[src/rtl/vga_fb_pkg.sv]
package vga_fb_pkg;
  typedef enum logic [1:0] {
    WR_IDLE   = 2'd0,
    WR_STROBE = 2'd1,
    WR_HOLD   = 2'd2
  } wr_state_t;

  localparam int FETCH_PHASES = 4;
endpackage

[src/rtl/vga_raster_timing.sv]
module vga_raster_timing #(
  parameter int H_VIS  = 640,
  parameter int H_FP   = 16,
  parameter int H_SYNC = 96,
  parameter int H_BP   = 48,
  parameter int V_VIS  = 480,
  parameter int V_FP   = 10,
  parameter int V_SYNC = 2,
  parameter int V_BP   = 33,
  parameter int PHASES = 16,
  localparam int H_TOT = H_VIS + H_FP + H_SYNC + H_BP,
  localparam int V_TOT = V_VIS + V_FP + V_SYNC + V_BP,
  localparam int HW    = $clog2(H_TOT),
  localparam int VW    = $clog2(V_TOT),
  localparam int PW    = $clog2(PHASES)
) (
  input  logic          clk,
  input  logic          rst,
  output logic [PW-1:0] phase,
  output logic          cur_vis,
  output logic          nxt_vis,
  output logic          line_blank,
  output logic          hsync_n,
  output logic          vsync_n,
  output logic          de
);
  localparam int HS_ON  = H_VIS + H_FP;
  localparam int HS_OFF = HS_ON + H_SYNC;
  localparam int VS_ON  = V_VIS + V_FP;
  localparam int VS_OFF = VS_ON + V_SYNC;

  logic [HW-1:0] hcnt, hcnt_nx;
  logic [VW-1:0] vcnt, vcnt_nx;
  logic          h_last;

  assign h_last  = (hcnt == HW'(H_TOT - 1));
  assign hcnt_nx = h_last ? '0 : hcnt + 1'b1;
  assign vcnt_nx = !h_last ? vcnt : (vcnt == VW'(V_TOT - 1)) ? '0 : vcnt + 1'b1;

  always_ff @(posedge clk) begin
    if (rst) begin
      hcnt <= '0;
      vcnt <= VW'(V_TOT - 1);
    end else begin
      hcnt <= hcnt_nx;
      vcnt <= vcnt_nx;
    end
  end

  assign phase      = hcnt[PW-1:0];
  assign cur_vis    = (hcnt < HW'(H_VIS)) && (vcnt < VW'(V_VIS));
  assign nxt_vis    = (hcnt_nx < HW'(H_VIS)) && (vcnt_nx < VW'(V_VIS));
  assign line_blank = (vcnt >= VW'(V_VIS));

  always_ff @(posedge clk) begin
    if (rst) begin
      hsync_n <= 1'b1;
      vsync_n <= 1'b1;
      de      <= 1'b0;
    end else begin
      hsync_n <= !((hcnt >= HW'(HS_ON)) && (hcnt < HW'(HS_OFF)));
      vsync_n <= !((vcnt >= VW'(VS_ON)) && (vcnt < VW'(VS_OFF)));
      de      <= cur_vis;
    end
  end
endmodule

[src/rtl/fb_write_hold.sv]
module fb_write_hold #(
  parameter int AW     = 17,
  parameter int WORD_W = 16,
  parameter int LANES  = 2,
  localparam int LANE_W = WORD_W / LANES
) (
  input  logic              clk,
  input  logic              rst,
  input  logic              host_wr,
  input  logic [AW-1:0]     host_addr,
  input  logic [WORD_W-1:0] host_data,
  input  logic [LANES-1:0]  host_be,
  input  logic              take,
  output logic              pend,
  output logic [AW-1:0]     held_addr,
  output logic [WORD_W-1:0] held_data,
  output logic [LANES-1:0]  held_be
);
  always_ff @(posedge clk) begin
    if (rst)          pend <= 1'b0;
    else if (host_wr) pend <= 1'b1;
    else if (take)    pend <= 1'b0;
  end

  always_ff @(posedge clk) begin
    if (rst)          held_addr <= '0;
    else if (host_wr) held_addr <= host_addr;
  end

  for (genvar g = 0; g < LANES; g++) begin : g_lane
    always_ff @(posedge clk) begin
      if (rst) begin
        held_data[g*LANE_W +: LANE_W] <= '0;
        held_be[g]                    <= 1'b0;
      end else if (host_wr) begin
        held_data[g*LANE_W +: LANE_W] <= host_data[g*LANE_W +: LANE_W];
        held_be[g]                    <= host_be[g];
      end
    end
  end
endmodule

[src/rtl/fb_sram_port.sv]
module fb_sram_port
  import vga_fb_pkg::*;
#(
  parameter int AW     = 17,
  parameter int WORD_W = 16,
  parameter int LANES  = 2,
  localparam int PHASES      = WORD_W,
  localparam int PW          = $clog2(PHASES),
  localparam int FETCH_FIRST = PHASES - FETCH_PHASES,
  localparam int LAST_START  = FETCH_FIRST - 3
) (
  input  logic              clk,
  input  logic              rst,
  input  logic [PW-1:0]     phase,
  input  logic              nxt_vis,
  input  logic              line_blank,
  input  logic              pend,
  input  logic [AW-1:0]     held_addr,
  input  logic [WORD_W-1:0] held_data,
  input  logic [LANES-1:0]  held_be,
  output logic              take,
  output logic [AW-1:0]     sram_addr,
  output logic [WORD_W-1:0] sram_dq,
  output logic              sram_dq_oe,
  output logic              sram_oe_n,
  output logic [LANES-1:0]  sram_we_n
);
  wr_state_t     st;
  logic [AW-1:0] fetch_addr;
  logic          last_phase;
  logic          pre_fetch;

  assign last_phase = (phase == PW'(PHASES - 1));
  assign pre_fetch  = (phase >= PW'(FETCH_FIRST - 1)) && (phase <= PW'(PHASES - 2));
  assign take       = pend && (st != WR_STROBE) && (phase <= PW'(LAST_START));

  always_ff @(posedge clk) begin
    if (rst) begin
      st         <= WR_IDLE;
      sram_addr  <= '0;
      sram_dq    <= '0;
      sram_dq_oe <= 1'b0;
      sram_we_n  <= '1;
      sram_oe_n  <= 1'b1;
    end else begin
      if (take) begin
        st         <= WR_STROBE;
        sram_addr  <= held_addr;
        sram_dq    <= held_data;
        sram_dq_oe <= 1'b1;
        sram_we_n  <= ~held_be;
      end else if (st == WR_STROBE) begin
        st        <= WR_HOLD;
        sram_we_n <= '1;
      end else if (st == WR_HOLD) begin
        st         <= WR_IDLE;
        sram_dq_oe <= 1'b0;
      end
      if (phase == PW'(FETCH_FIRST - 1)) sram_addr <= fetch_addr;
      sram_oe_n <= !pre_fetch;
    end
  end

  always_ff @(posedge clk) begin
    if (rst)                        fetch_addr <= '0;
    else if (last_phase && nxt_vis) fetch_addr <= fetch_addr + 1'b1;
    else if (line_blank)            fetch_addr <= '0;
  end
endmodule

[src/rtl/vga_pixel_shifter.sv]
module vga_pixel_shifter #(
  parameter int WORD_W = 16
) (
  input  logic              clk,
  input  logic              rst,
  input  logic              load,
  input  logic              vis,
  input  logic [WORD_W-1:0] word_in,
  output logic              pix
);
  logic [WORD_W-1:0] sr;

  always_ff @(posedge clk) begin
    if (rst) begin
      sr  <= '0;
      pix <= 1'b0;
    end else begin
      pix <= vis & sr[WORD_W-1];
      if (load) sr <= word_in;
      else      sr <= {sr[WORD_W-2:0], 1'b0};
    end
  end
endmodule

[src/rtl/vga_fb_scanout.sv]
module vga_fb_scanout #(
  parameter int H_VIS  = 640,
  parameter int H_FP   = 16,
  parameter int H_SYNC = 96,
  parameter int H_BP   = 48,
  parameter int V_VIS  = 480,
  parameter int V_FP   = 10,
  parameter int V_SYNC = 2,
  parameter int V_BP   = 33,
  parameter int AW     = 17,
  parameter int WORD_W = 16,
  parameter int LANES  = 2,
  localparam int PW    = $clog2(WORD_W)
) (
  input  logic              clk,
  input  logic              rst,
  input  logic              host_wr_i,
  input  logic [AW-1:0]     host_addr_i,
  input  logic [WORD_W-1:0] host_data_i,
  input  logic [LANES-1:0]  host_be_i,
  output logic [AW-1:0]     sram_addr_o,
  output logic [WORD_W-1:0] sram_dq_o,
  output logic              sram_dq_oe_o,
  input  logic [WORD_W-1:0] sram_dq_i,
  output logic              sram_oe_n_o,
  output logic [LANES-1:0]  sram_we_n_o,
  output logic              vga_hsync_n_o,
  output logic              vga_vsync_n_o,
  output logic              vga_de_o,
  output logic              vga_pix_o
);
  logic [PW-1:0]     phase;
  logic              cur_vis, nxt_vis, line_blank;
  logic              pend, take;
  logic [AW-1:0]     held_addr;
  logic [WORD_W-1:0] held_data;
  logic [LANES-1:0]  held_be;

  vga_raster_timing #(
    .H_VIS(H_VIS), .H_FP(H_FP), .H_SYNC(H_SYNC), .H_BP(H_BP),
    .V_VIS(V_VIS), .V_FP(V_FP), .V_SYNC(V_SYNC), .V_BP(V_BP),
    .PHASES(WORD_W)
  ) u_timing (
    .clk(clk), .rst(rst), .phase(phase), .cur_vis(cur_vis),
    .nxt_vis(nxt_vis), .line_blank(line_blank),
    .hsync_n(vga_hsync_n_o), .vsync_n(vga_vsync_n_o), .de(vga_de_o)
  );

  fb_write_hold #(.AW(AW), .WORD_W(WORD_W), .LANES(LANES)) u_hold (
    .clk(clk), .rst(rst), .host_wr(host_wr_i), .host_addr(host_addr_i),
    .host_data(host_data_i), .host_be(host_be_i), .take(take),
    .pend(pend), .held_addr(held_addr), .held_data(held_data), .held_be(held_be)
  );

  fb_sram_port #(.AW(AW), .WORD_W(WORD_W), .LANES(LANES)) u_port (
    .clk(clk), .rst(rst), .phase(phase), .nxt_vis(nxt_vis),
    .line_blank(line_blank), .pend(pend), .held_addr(held_addr),
    .held_data(held_data), .held_be(held_be), .take(take),
    .sram_addr(sram_addr_o), .sram_dq(sram_dq_o), .sram_dq_oe(sram_dq_oe_o),
    .sram_oe_n(sram_oe_n_o), .sram_we_n(sram_we_n_o)
  );

  vga_pixel_shifter #(.WORD_W(WORD_W)) u_shift (
    .clk(clk), .rst(rst), .load(phase == PW'(WORD_W - 1)), .vis(cur_vis),
    .word_in(sram_dq_i), .pix(vga_pix_o)
  );
endmodule

[config.mk]
export PLATFORM = sky130hd
export DESIGN_NAME = vga_fb_scanout
export DESIGN_NICKNAME = d
export VERILOG_FILES = /design/src/rtl/vga_fb_pkg.sv /design/src/rtl/vga_raster_timing.sv /design/src/rtl/fb_write_hold.sv /design/src/rtl/fb_sram_port.sv /design/src/rtl/vga_pixel_shifter.sv /design/src/rtl/vga_fb_scanout.sv
export SDC_FILE = /design/constraint.sdc
export NUM_CORES = 1
export LEC_CHECK = 0
export BUFFER_PORTS_ARGS = -buffer_cell sky130_fd_sc_hd__buf_2
export CORE_MARGIN = 2
export CORE_UTILIZATION = 45
export CTS_BUF_LIST = sky130_fd_sc_hd__clkbuf_16
export DETAILED_ROUTE_END_ITERATION = 10
export PLACE_DENSITY = 0.81
export RECOVER_POWER = 100
export SLEW_MARGIN = 20
export SYNTH_ARGS = -nofsm -noshare
export SYNTH_HDL_FRONTEND = slang
export SYNTH_SLANG_ARGS = --single-unit
[constraint.sdc]
create_clock -name clk -period 2.4 [get_ports clk]
set_input_delay 0.24 -clock clk [delete_from_list [all_inputs] [get_ports clk]]
set_output_delay 0.24 -clock clk [all_outputs]
set_load 0.05 [all_outputs]
==> run_results.csv <==
group,metric,value,unit
sta,drv_slew,0,
placed_design,dp_hpwl,8600,um
clock_network,path_clk_slew,0.06,ns
placed_design,portBuffers,94,
setup_path,worstPathArrival,2.74,ns
setup_path,rr_startpoint,"u_timing.hcnt[5]$_SDFF_PP0_",
drt,via_count,4845,
global_route,antenna_found_initial,0,
setup_path,rr_worst_depth,8,
sta,rsz0062_at_grt,"yes",
sta,fmax,419,MHz
sta,setup_viol,0,
worst_hold_path,whs_path_depth,3,
synth,avgSynthCellArea,8.67,um^2
sta,min_period,2.39,ns
sta,fin_worst_skew,0.0206,ns
global_route,grt_pass1_vias,4529,
pwr,power_leakage,2.74,nW
setup_path,cp-startpoint,"u_timing.hcnt[5]$_SDFF_PP0_",
synth,synth_ff_type,"dfxtp_1",
placed_design,place_area,6180,um^2
synth,synth_nets,687,
die,start_util,45.7,%
pwr,power.density,812,nW/um^2
final_layout,area_growth,26.6,%
global_route,grt-ovfl-total,0,
clock_network,clk-insertion-delay-late,0.42,ns
clock_network,cts_made_buffers,17,
final_layout,final_net_count,800,
synth,yosysWarnings,0,
final_layout,post-route-cell-area,6860,um^2
synth,seq_area_frac_synth,48.8,%
synth,ys_seq_elements,132,
die,dieArea,12900,um^2
global_route,grt_pass1_wl,22000,um
worst_hold_path,worstHoldStart,"host_data_i[9]",
sta,worstMarginPinSlew,1.26,ns
pwr,irDropWorstVdd,0.631,mV
setup_path,rrSetupSlack,0.01,ns
clock_network,cts.sinks,132,
drt,ant_nets,0,
clock_network,ctsRootBufferMaster,"clkbuf_16",
die,ios,95,
drt,via_per_inst,5.40,
die,rows,40,
sta,relSlewSlack,16.0,%
setup_path,setup.worst_path.end_class,"flip-flop",
synth,synth_edf_count,0,
final_layout,drive_gt1_share,17.7,%
synth,netlist_instances,625,
die,die_h,114,um
die,coreArea,11900,um^2
clock_network,clockBufferDepth,2,
synth,synth_async_sr_flop_share,0,%
global_route,grt_max_degree,69,
global_route,track_usage,21.2,%
setup_path,cp-start-kind,"flip-flop",
setup_path,crit_required,2.75,ns
setup_path,crit_type,"reg -> reg",
sta,fin_crit_sh,99.5,%
drt,wire_per_inst,15.0,um
clock_network,h-tree-depth,4,
run,maxCapViolCount,0,
placed_design,routabilityCongestion,0.867,
sta,hold_viol_final,0,
clock_network,cts_tree,"done",
drt,drt-initial-drc-count,442,
die,dieWidth,114,um
drt,drt-total-wl,13500,um
final_layout,n_antenna_cell,0,
pwr,power,5.57,mW
synth,synth_area,5420,um^2
outcome,status,"completed",
drt,drc_errors,0,
setup_path,path_max_fanout,21,
synth,synth_cell_types,51,
worst_hold_path,hp-class,"in -> reg",
drt,first_pass_iters,6,
==> layer usage <==
metal  global-route usage, %  wire [um]  up-vias
met5                       0          0        -
met2                    33.2       6200      170
met1                    27.4       6020     2259
met3                    7.65       1020       28
li1                        -          -     2388
met4                    6.91        209        0
==> through the flow <==
step	utilization (%)	std cells	setup WS [ns]	setup TNS, ns	hold WS (ns)
final	57.8	898	0.0113	0	0.0568
after floorplan	-	625	0.000394	0	0.376
after CTS	57.8	892	0.0285	0	0.0479
after detailed placement	52.1	859	-0.0284	-0.0523	0.430
after global placement	52.1	859	0.0291	0	0.426
after global routing	57.8	898	-0.0994	-0.607	0.0480
==> power by group <==
part | internal, mW | switching (mW) | leakage, nW
clock | 1.94 | 0.951 | 0.316
sequential | 2.26 | 0.0407 | 1.07
combinational | 0.137 | 0.251 | 1.35
total | 4.33 | 1.24 | 2.74
==> worst paths after layout <==
| check | end |
|---|---|
| hold reg to reg | u_shift.sr[7]$_SDFF_PP0_ |
| setup reg to reg | u_port.fetch_addr[4]$_SDFFE_PP0P_ |
| hold / removal | u_hold.held_data[9]$_SDFFE_PP0P_ |
| setup / recovery | u_port.fetch_addr[4]$_SDFFE_PP0P_ |
==> logic make-up (layout without fill, tap and decap cells) <==
logic type                 count (synthesis)  count (layout)  synth area share, %
xor gates and xnor gates                  18              18                 2.91
and+or+nand+nor                          297             297                 25.6
muxes                                     37              37                 6.86
AOI/OAI and AO/OA                         78              78                 9.65
DFF                                      132             132                 48.8
adders and majority gates                  8               8                 1.85
buffers and inverters                     55             181                 4.39
==> timing repair <==
action                                  4_1_cts  5_1_grt
gates resized for setup                       0        8
pin swaps                                     0        1
endpoints found under the hold margin         0        0
buffers inserted                              1        6
endpoints found under the setup margin        2       12
hold buffers                                  0        0
==> worst max-delay path, cell delays in order, from the launching register on <==
cell      delay [ns]
dfxtp_1         0.32
or4b_4          0.58
nor4_4          0.20
buf_4           0.18
xnor2_2         0.15
o31ai_2         0.13
buf_12          0.18
or4_1           0.52
o221ai_2        0.07
==> placed cells by master (no fill, tap or decap), types with 3 or more instances in the layout <==
master	netlist	layout
clkbuf_1	29	49
o21ai_0	8	8
clkinvlp_4	0	3
nand2_1	118	118
clkbuf_16	0	17
xor2_1	9	9
nor3_1	10	10
a311oi_1	17	17
or3_1	3	3
ha_1	8	7
and3_1	7	7
nand4_1	17	17
a21oi_1	37	37
buf_2	4	51
bufinv_16	0	6
xnor2_1	9	7
inv_1	14	15
buf_4	0	30
nand3_1	34	34
nor2_1	75	75
mux2i_1	36	36
dfxtp_1	132	132
or4_1	8	8
nand4b_1	4	4
==> cells in the mapped netlist (7+ instances only) <==
cell type  instances  area (um^2)
dfxtp_1          132         2640
nor2_1            75          282
inv_1             14         52.6
or4_1              8         60.1
xor2_1             9         78.8
clkbuf_1          29          109
nand3_1           34          170
nand4_1           17          106
o21ai_0            8         40.0
ha_1               8          100
mux2i_1           36          360
nand2_1          118          443
and3_1             7         43.8
nor3_1            10         50.1
a21oi_1           37          185
a311oi_1          17          149
xnor2_1            9         78.8
==> flip-flops by register name, summed over array words and instances, names as in the netlist <==
| name | flops |
|---|---|
| u_timing.de | 1 |
| u_port.sram_dq | 16 |
| u_hold.held_be | 2 |
| u_hold.held_addr | 17 |
| u_port.st | 2 |
| u_timing.hsync_n | 1 |
| u_shift.sr | 16 |
| u_hold.pend | 1 |
| u_timing.hcnt | 10 |
| u_timing.vsync_n | 1 |
| u_port.sram_we_n | 2 |
| u_port.sram_addr | 17 |
| u_timing.vcnt | 10 |
| u_shift.pix | 1 |
| u_port.sram_dq_oe | 1 |
| u_port.sram_oe_n | 1 |
| u_port.fetch_addr | 17 |
| u_hold.held_data | 16 |
==> cell type report <==
class | count | area, um^2
fill | 1004 | 5000
sequential | 132 | 2640
multi-input combinational | 438 | 2590
timing repair buffer | 134 | 721
clock buffer | 17 | 425
clock inverter | 15 | 236
tap | 147 | 184
inverter | 15 | 58.8
Note: power is estimated with default switching activity, not from simulation.
